## config.mk

```make
export PLATFORM = sky130hd
export DESIGN_NAME = dense_neuron
export DESIGN_NICKNAME = d
export VERILOG_FILES = /design/src/rtl/dense_pkg.sv /design/src/rtl/dn_weight_bank.sv /design/src/rtl/dn_mult_stage.sv /design/src/rtl/dn_adder_tree.sv /design/src/rtl/dn_relu_stage.sv /design/src/rtl/dense_neuron.sv
export SDC_FILE = /design/constraint.sdc
export NUM_CORES = 2
export LEC_CHECK = 0
export ABC_AREA = 1
export BUFFER_PORTS_ARGS = -buffer_cell sky130_fd_sc_hd__clkbuf_2
export CAP_MARGIN = 20
export CORE_MARGIN = 2
export CORE_UTILIZATION = 45
export DETAILED_ROUTE_END_ITERATION = 6
export HOLD_SLACK_MARGIN = 0.06
export PLACE_DENSITY = 0.6
export SKIP_CTS_REPAIR_TIMING = 1
export SLEW_MARGIN = 20
export SYNTH_ARGS = -nofsm -noshare
export SYNTH_HDL_FRONTEND = slang
export SYNTH_SLANG_ARGS = --single-unit
```

## constraint.sdc

```tcl
create_clock -name clk -period 7.34 [get_ports clk]
set_input_delay 0.734 -clock clk [delete_from_list [all_inputs] [get_ports clk]]
set_output_delay 0.734 -clock clk [all_outputs]
set_load 0.02 [all_outputs]
```

## src/rtl/dense_pkg.sv

```systemverilog
package dense_pkg;

    // Number of registered adder levels needed to reduce n operands to one.
    function automatic int tree_depth(input int n);
        int c;
        int d;
        c = n;
        d = 0;
        while (c > 1) begin
            c = (c + 1) / 2;
            d = d + 1;
        end
        return d;
    endfunction

    // Operand count present after lvl adder levels.
    function automatic int nodes_at(input int n, input int lvl);
        int c;
        c = n;
        for (int i = 0; i < lvl; i++) begin
            c = (c + 1) / 2;
        end
        return c;
    endfunction

    function automatic int sum_width(input int n, input int dw);
        return 2 * dw + tree_depth(n);
    endfunction

    function automatic int pipe_latency(input int n, input bit relu);
        return 1 + tree_depth(n) + (relu ? 1 : 0);
    endfunction

    function automatic int addr_width(input int n);
        return (n > 1) ? $clog2(n) : 1;
    endfunction

endpackage

```

## src/rtl/dn_weight_bank.sv

```systemverilog
module dn_weight_bank #(
    parameter int N_IN   = 11,
    parameter int DATA_W = 8,
    parameter int ADDR_W = 4
) (
    input  logic                     clk,
    input  logic                     rst,
    input  logic                     wr_en,
    input  logic [ADDR_W-1:0]        wr_idx,
    input  logic signed [DATA_W-1:0] wr_val,
    output logic signed [DATA_W-1:0] coef [N_IN]
);

    // One register per input; an index with no matching slot falls through.
    always_ff @(posedge clk) begin
        if (rst) begin
            for (int i = 0; i < N_IN; i++) begin
                coef[i] <= '0;
            end
        end else begin
            for (int i = 0; i < N_IN; i++) begin
                if (wr_en && (wr_idx == ADDR_W'(i))) begin
                    coef[i] <= wr_val;
                end
            end
        end
    end

endmodule

```

## src/rtl/dn_mult_stage.sv

```systemverilog
module dn_mult_stage #(
    parameter int N_IN   = 11,
    parameter int DATA_W = 8,
    localparam int PW    = 2 * DATA_W
) (
    input  logic                     clk,
    input  logic                     rst,
    input  logic signed [DATA_W-1:0] x    [N_IN],
    input  logic signed [DATA_W-1:0] coef [N_IN],
    output logic signed [PW-1:0]     prod [N_IN]
);

    // All products of one vector formed in the same cycle, then registered.
    always_ff @(posedge clk) begin
        if (rst) begin
            for (int i = 0; i < N_IN; i++) begin
                prod[i] <= '0;
            end
        end else begin
            for (int i = 0; i < N_IN; i++) begin
                prod[i] <= x[i] * coef[i];
            end
        end
    end

endmodule

```

## src/rtl/dn_adder_tree.sv

```systemverilog
module dn_adder_tree
    import dense_pkg::*;
#(
    parameter int N_IN  = 11,
    parameter int PW    = 16,
    localparam int LV   = tree_depth(N_IN),
    localparam int SW   = PW + LV
) (
    input  logic                 clk,
    input  logic                 rst,
    input  logic signed [PW-1:0] leaf [N_IN],
    output logic signed [SW-1:0] root
);

    if (LV == 0) begin : g_flat
        assign root = leaf[0];
    end else begin : g_tree
        for (genvar l = 1; l <= LV; l++) begin : g_lvl
            localparam int IC  = nodes_at(N_IN, l - 1);
            localparam int OC  = nodes_at(N_IN, l);
            localparam int IW  = PW + l - 1;
            localparam int LW  = PW + l;

            logic signed [IW-1:0] src [IC];

            if (l == 1) begin : g_from_leaf
                for (genvar i = 0; i < IC; i++) begin : g_cp
                    assign src[i] = leaf[i];
                end
            end else begin : g_from_lvl
                for (genvar i = 0; i < IC; i++) begin : g_cp
                    assign src[i] = g_lvl[l-1].g_node[i].q;
                end
            end

            for (genvar j = 0; j < OC; j++) begin : g_node
                logic signed [LW-1:0] q;
                if (2 * j + 1 < IC) begin : g_add
                    always_ff @(posedge clk) begin
                        if (rst) q <= '0;
                        else     q <= {src[2*j][IW-1], src[2*j]}
                                    + {src[2*j+1][IW-1], src[2*j+1]};
                    end
                end else begin : g_carry
                    // Unpaired operand is delayed one level to keep alignment.
                    always_ff @(posedge clk) begin
                        if (rst) q <= '0;
                        else     q <= {src[2*j][IW-1], src[2*j]};
                    end
                end
            end
        end

        assign root = g_lvl[LV].g_node[0].q;
    end

endmodule

```

## src/rtl/dn_relu_stage.sv

```systemverilog
module dn_relu_stage #(
    parameter int W = 20
) (
    input  logic                clk,
    input  logic                rst,
    input  logic signed [W-1:0] d,
    output logic signed [W-1:0] q
);

    always_ff @(posedge clk) begin
        if (rst)         q <= '0;
        else if (d[W-1]) q <= '0;
        else             q <= d;
    end

endmodule

```

## src/rtl/dense_neuron.sv

```systemverilog
module dense_neuron
    import dense_pkg::*;
#(
    parameter int N_IN     = 11,
    parameter int DATA_W   = 8,
    parameter bit USE_RELU = 1'b1
) (
    input  logic                                          clk,
    input  logic                                          rst,
    input  logic                                          wt_we,
    input  logic [addr_width(N_IN)-1:0]                   wt_addr,
    input  logic signed [DATA_W-1:0]                      wt_data,
    input  logic                                          in_valid,
    input  logic [N_IN*DATA_W-1:0]                        in_vec,
    output logic                                          out_valid,
    output logic signed [sum_width(N_IN, DATA_W)-1:0]     out_sum
);

    localparam int AW  = addr_width(N_IN);
    localparam int PW  = 2 * DATA_W;
    localparam int SW  = sum_width(N_IN, DATA_W);
    localparam int LAT = pipe_latency(N_IN, USE_RELU);

    logic signed [DATA_W-1:0] elem [N_IN];
    logic signed [DATA_W-1:0] coef [N_IN];
    logic signed [PW-1:0]     prod [N_IN];
    logic signed [SW-1:0]     tree_sum;
    logic [LAT-1:0]           vld_q;

    for (genvar i = 0; i < N_IN; i++) begin : g_unpack
        assign elem[i] = in_vec[i*DATA_W +: DATA_W];
    end

    dn_weight_bank #(
        .N_IN   (N_IN),
        .DATA_W (DATA_W),
        .ADDR_W (AW)
    ) u_bank (
        .clk    (clk),
        .rst    (rst),
        .wr_en  (wt_we),
        .wr_idx (wt_addr),
        .wr_val (wt_data),
        .coef   (coef)
    );

    dn_mult_stage #(
        .N_IN   (N_IN),
        .DATA_W (DATA_W)
    ) u_mult (
        .clk  (clk),
        .rst  (rst),
        .x    (elem),
        .coef (coef),
        .prod (prod)
    );

    dn_adder_tree #(
        .N_IN (N_IN),
        .PW   (PW)
    ) u_tree (
        .clk  (clk),
        .rst  (rst),
        .leaf (prod),
        .root (tree_sum)
    );

    if (USE_RELU) begin : g_act
        dn_relu_stage #(
            .W (SW)
        ) u_relu (
            .clk (clk),
            .rst (rst),
            .d   (tree_sum),
            .q   (out_sum)
        );
    end else begin : g_lin
        assign out_sum = tree_sum;
    end

    // Valid travels beside the data through one flop per stage.
    if (LAT > 1) begin : g_vld_long
        always_ff @(posedge clk) begin
            if (rst) vld_q <= '0;
            else     vld_q <= {vld_q[LAT-2:0], in_valid};
        end
    end else begin : g_vld_short
        always_ff @(posedge clk) begin
            if (rst) vld_q <= '0;
            else     vld_q <= in_valid;
        end
    end

    assign out_valid = vld_q[LAT-1];

endmodule

```

==> summary.txt <==
Run status
  – Status: completed

Clock tree
  – TritonCTS clock tree: yes
  – Max Buffers Root-to-Sink: 3
  – Worst skew pair latency: 0.65 ns
  – Cts bufs inserted: 58
  – H-Tree Depth: 2
  – Clk pin slew, worst setup/hold paths: 0.07 ns
  – Clk root buf: clkbuf_16
  – Clock Sink Count: 501

Logic synthesis
  – Ys flop type: dfxtp_1
  – Post-synthesis net count: 8,430
  – Mapped cell area: 51,800 um2
  – Sequential area share after synthesis: 0.194
  – Seq cells post-synth: 501
  – Syn Area/Cell: 7.17 um2
  – Ys Warns: 0
  – Synth Instances: 7,224
  – Asr flop ratio synth: 0
  – Post-synth EDFFs: 0
  – Post-synth cell types: 40

Layout
  – Layout fillers: 11,600
  – Multi-input logic area: 34,100 um2
  – Register area: 10,000 um2
  – Final net count: 8,395
  – Utilization after layout: 0.487
  – Commonest non-fill, non-tap cell in the layout: inv_1
  – Share of layout cells above drive strength 1: 0.0380
  – Area grow syn2layout: 7.34%
  – Post-layout instance area: 55,600 um2
  – Most frequent cells in the layout: inv_1 (1,805), nand2_1 (1,507), nor2_1 (777)

Global routing
  – Largest net degree at the start of global routing: 181
  – Vias in the first global route: 41,200
  – All-Layer GR Usage: 0.221
  – Total gr overflow: 0
  – Number of antenna violations at the first check in global routing: 7
  – First-pass GRT wire length: 211,000 um

Setup path
  – Worst Path Buf+Inv: 3
  – FF-to-FF Start: u_bank.coef[26]
  – Worst setup startpoint: u_bank.coef[26]
  – Worst R2R Path Depth: 17
  – Arr. time, crit path: 4.99 ns
  – Flop2flop setup slack: 2.90 ns
  – Crit-path slowest cell: fa_1
  – Critical path capture point type: flop
  – CP Class: flop to flop
  – Critical path cell sequence: nand2_1, fa_1, inv_1, fa_1, inv_1, fa_1, inv_1, fa_1, ha_1, nand2_1, nor2_1, nand2_1, nor2b_1, nor2_1, nand3_1, nand2_1, nor2_1
  – WP data required: 7.90 ns
  – Critical Path Start Type: flop
  – Crit Path Max Fanout: 9
  – Critical path depth: 17
  – Crit Reg-Reg Endpoint: u_mult.prod[63]
  – Worst path top cell family by delay: adder cells
  – CP peak stage delay: 0.74 ns
  – Worst Setup EP: u_mult.prod[63]

Detailed routing
  – Average vias per placed instance: 4.83
  – Avg WL per Cell: 14.6 um
  – Pre-antenna DRT Iters: 6
  – Post-route ant nets: 0
  – Drt total wl: 128,000 um
  – DR DRC count: 0
  – Via count: 42,300
  – Starting DRT DRC Count: 2,516

Flow run
  – Max Cap Violations: 0

Timing
  – Relative slew slack: 0.339
  – Period minus WS final: 4.44 ns
  – TNS Setup: 0 ns
  – # setup viols final: 0
  – Slew Limit Fails: 0
  – Hold Vio Cnt, Final: 0
  – Worst clock skew: 0.0376 ns
  – PnR worst setup slack: 2.90 ns
  – RSZ-0062 raised after global routing: false
  – Fmax: 225 MHz
  – Worst Tran Pin Value: 0.991 ns
  – Final critical-path share of the clock period: 0.604

Die
  – Initial core utilization: 0.454
  – Area of the core: 114,000 um2
  – Top-Level Pins: 125
  – # rows: 124
  – Die Ht: 343 um
  – Chip Width: 343 um
  – Die area: 118,000 um2

Power
  – Total power: 7.25 mW
  – Peak VDD IR: 0.213 mV
  – Sequential cell fraction of total power: 0.404
  – Power Internal: 5.17 mW
  – Comb pwr share: 0.156
  – Net switching power: 2.09 mW
  – Sw Share: 0.288
  – Pwr Density: 130 nW/um2
  – Leak pwr: 31.3 nW
  – Clock share of power: 0.439

Placement
  – Placer Congestion: 0.924
  – Placed cell area: 53,500 um2
  – HPWL after DPL: 103,000 um
  – Pre-CTS WS: 2.67 ns
  – PortBufs: 123

Min path
  – Hold WC Path Type: input pin to flop
[registers in the layout, indices dropped and copies added (netlist names)]
| name | flops |
|---|---|
| u_tree.root | 20 |
| u_bank.coef | 88 |
| g_act.u_relu.q | 19 |
| u_tree.g_tree.g_lvl.g_node.q | 192 |
| u_mult.prod | 176 |
| vld_q | 6 |
[worst min-delay path: cells and delay by family]
| kind | cells | cell delay (ns) |
|---|---|---|
| AND/OR/NAND/NOR | 1 | 0.04 |
| buffers and inverters | 2 | 0.12 |
[power by group through the flow]
stage | registers (mW) | logic [mW] | clock network [mW]
6_report | 2.93 | 1.13 | 3.19
5_1_grt | 2.94 | 1.31 | 3.37
4_1_cts | 2.94 | 1.14 | 3.27
3_5_place_dp | 3.00 | 1.13 | 0
3_3_place_gp | 3.00 | 1.12 | 0
2_1_floorplan | 2.93 | 0.841 | 0
[layout make-up]
| cell class | count | area share |
|---|---|---|
| Clock inverter | 38 | 0.0100 |
| Tap cell | 1512 | 0.0340 |
| Timing Repair Buffer | 127 | 0.0120 |
| Sequential cell | 501 | 0.180 |
| Multi-Input combinational cell | 4683 | 0.612 |
| Clock buffer | 70 | 0.0280 |
| Antenna cell | 6 | 0.000270 |
| Inverter | 1818 | 0.123 |
[synth_stat cells (all sizes together), types with 6 or more instances]
library cell,count,area share
inv,1816,0.13
nand2,1509,0.11
nor2,790,0.058
fa,615,0.24
dfxtp,501,0.19
ha,487,0.12
a21oi,475,0.046
o21ai,312,0.031
nand3,242,0.024
clkbuf,174,0.013
buf,48,0.0046
nor3,40,0.0039
nand4,38,0.0046
o21a,37,0.0054
xnor2,34,0.0057
o21bai,23,0.0033
xor2,20,0.0034
nand3b,13,0.0019
or2,9,0.0011
a21o,8,0.0012
o31ai,7,0.0010
and2,6,0.00072
nor4,6,0.00072
[worst min-delay path by stage]
stage / startpoint / to / slack [ns] / depth (start not counted)
2_1_floorplan: u_mult.prod[0] / u_tree.g_tree.g_lvl[1].g_node[5].q[0] / 0.39 / 2
3_3_place_gp: vld_q[3] / vld_q[4] / 0.39 / 2
3_5_place_dp: u_mult.prod[4] / u_tree.g_tree.g_lvl[1].g_node[5].q[4] / 0.39 / 2
4_1_cts: in_valid / vld_q[0] / 0.25 / 3
5_1_grt: in_valid / vld_q[0] / 0.28 / 3
6_report: in_valid / vld_q[0] / 0.29 / 3
[stage by stage]
stage | hold WS, ns | instances
after floorplan | 0.388 | 7224
after global placement | 0.389 | 8641
after detailed placement | 0.395 | 8641
after CTS | 0.245 | 8749
after global routing | 0.277 | 8754
final | 0.288 | 8755
[per-layer routing]
layer  GRT usage  part of all wire
met1       0.307              0.47
met2       0.374              0.47
met3      0.0230             0.046
met4      0.0482             0.020
met5           0                 0
[logic make-up after synthesis]
group,count (synthesis),synth area share
AND/OR/NAND/NOR,2657,0.204
AO/OA/AOI/OAI,869,0.0884
buffers and inverters,2040,0.149
adder cells (fa/ha/maj),1102,0.355
other,1,0.0000724
flip-flops,501,0.194
XOR/XNOR,54,0.00913
Power figures use the tool's default switching activity.
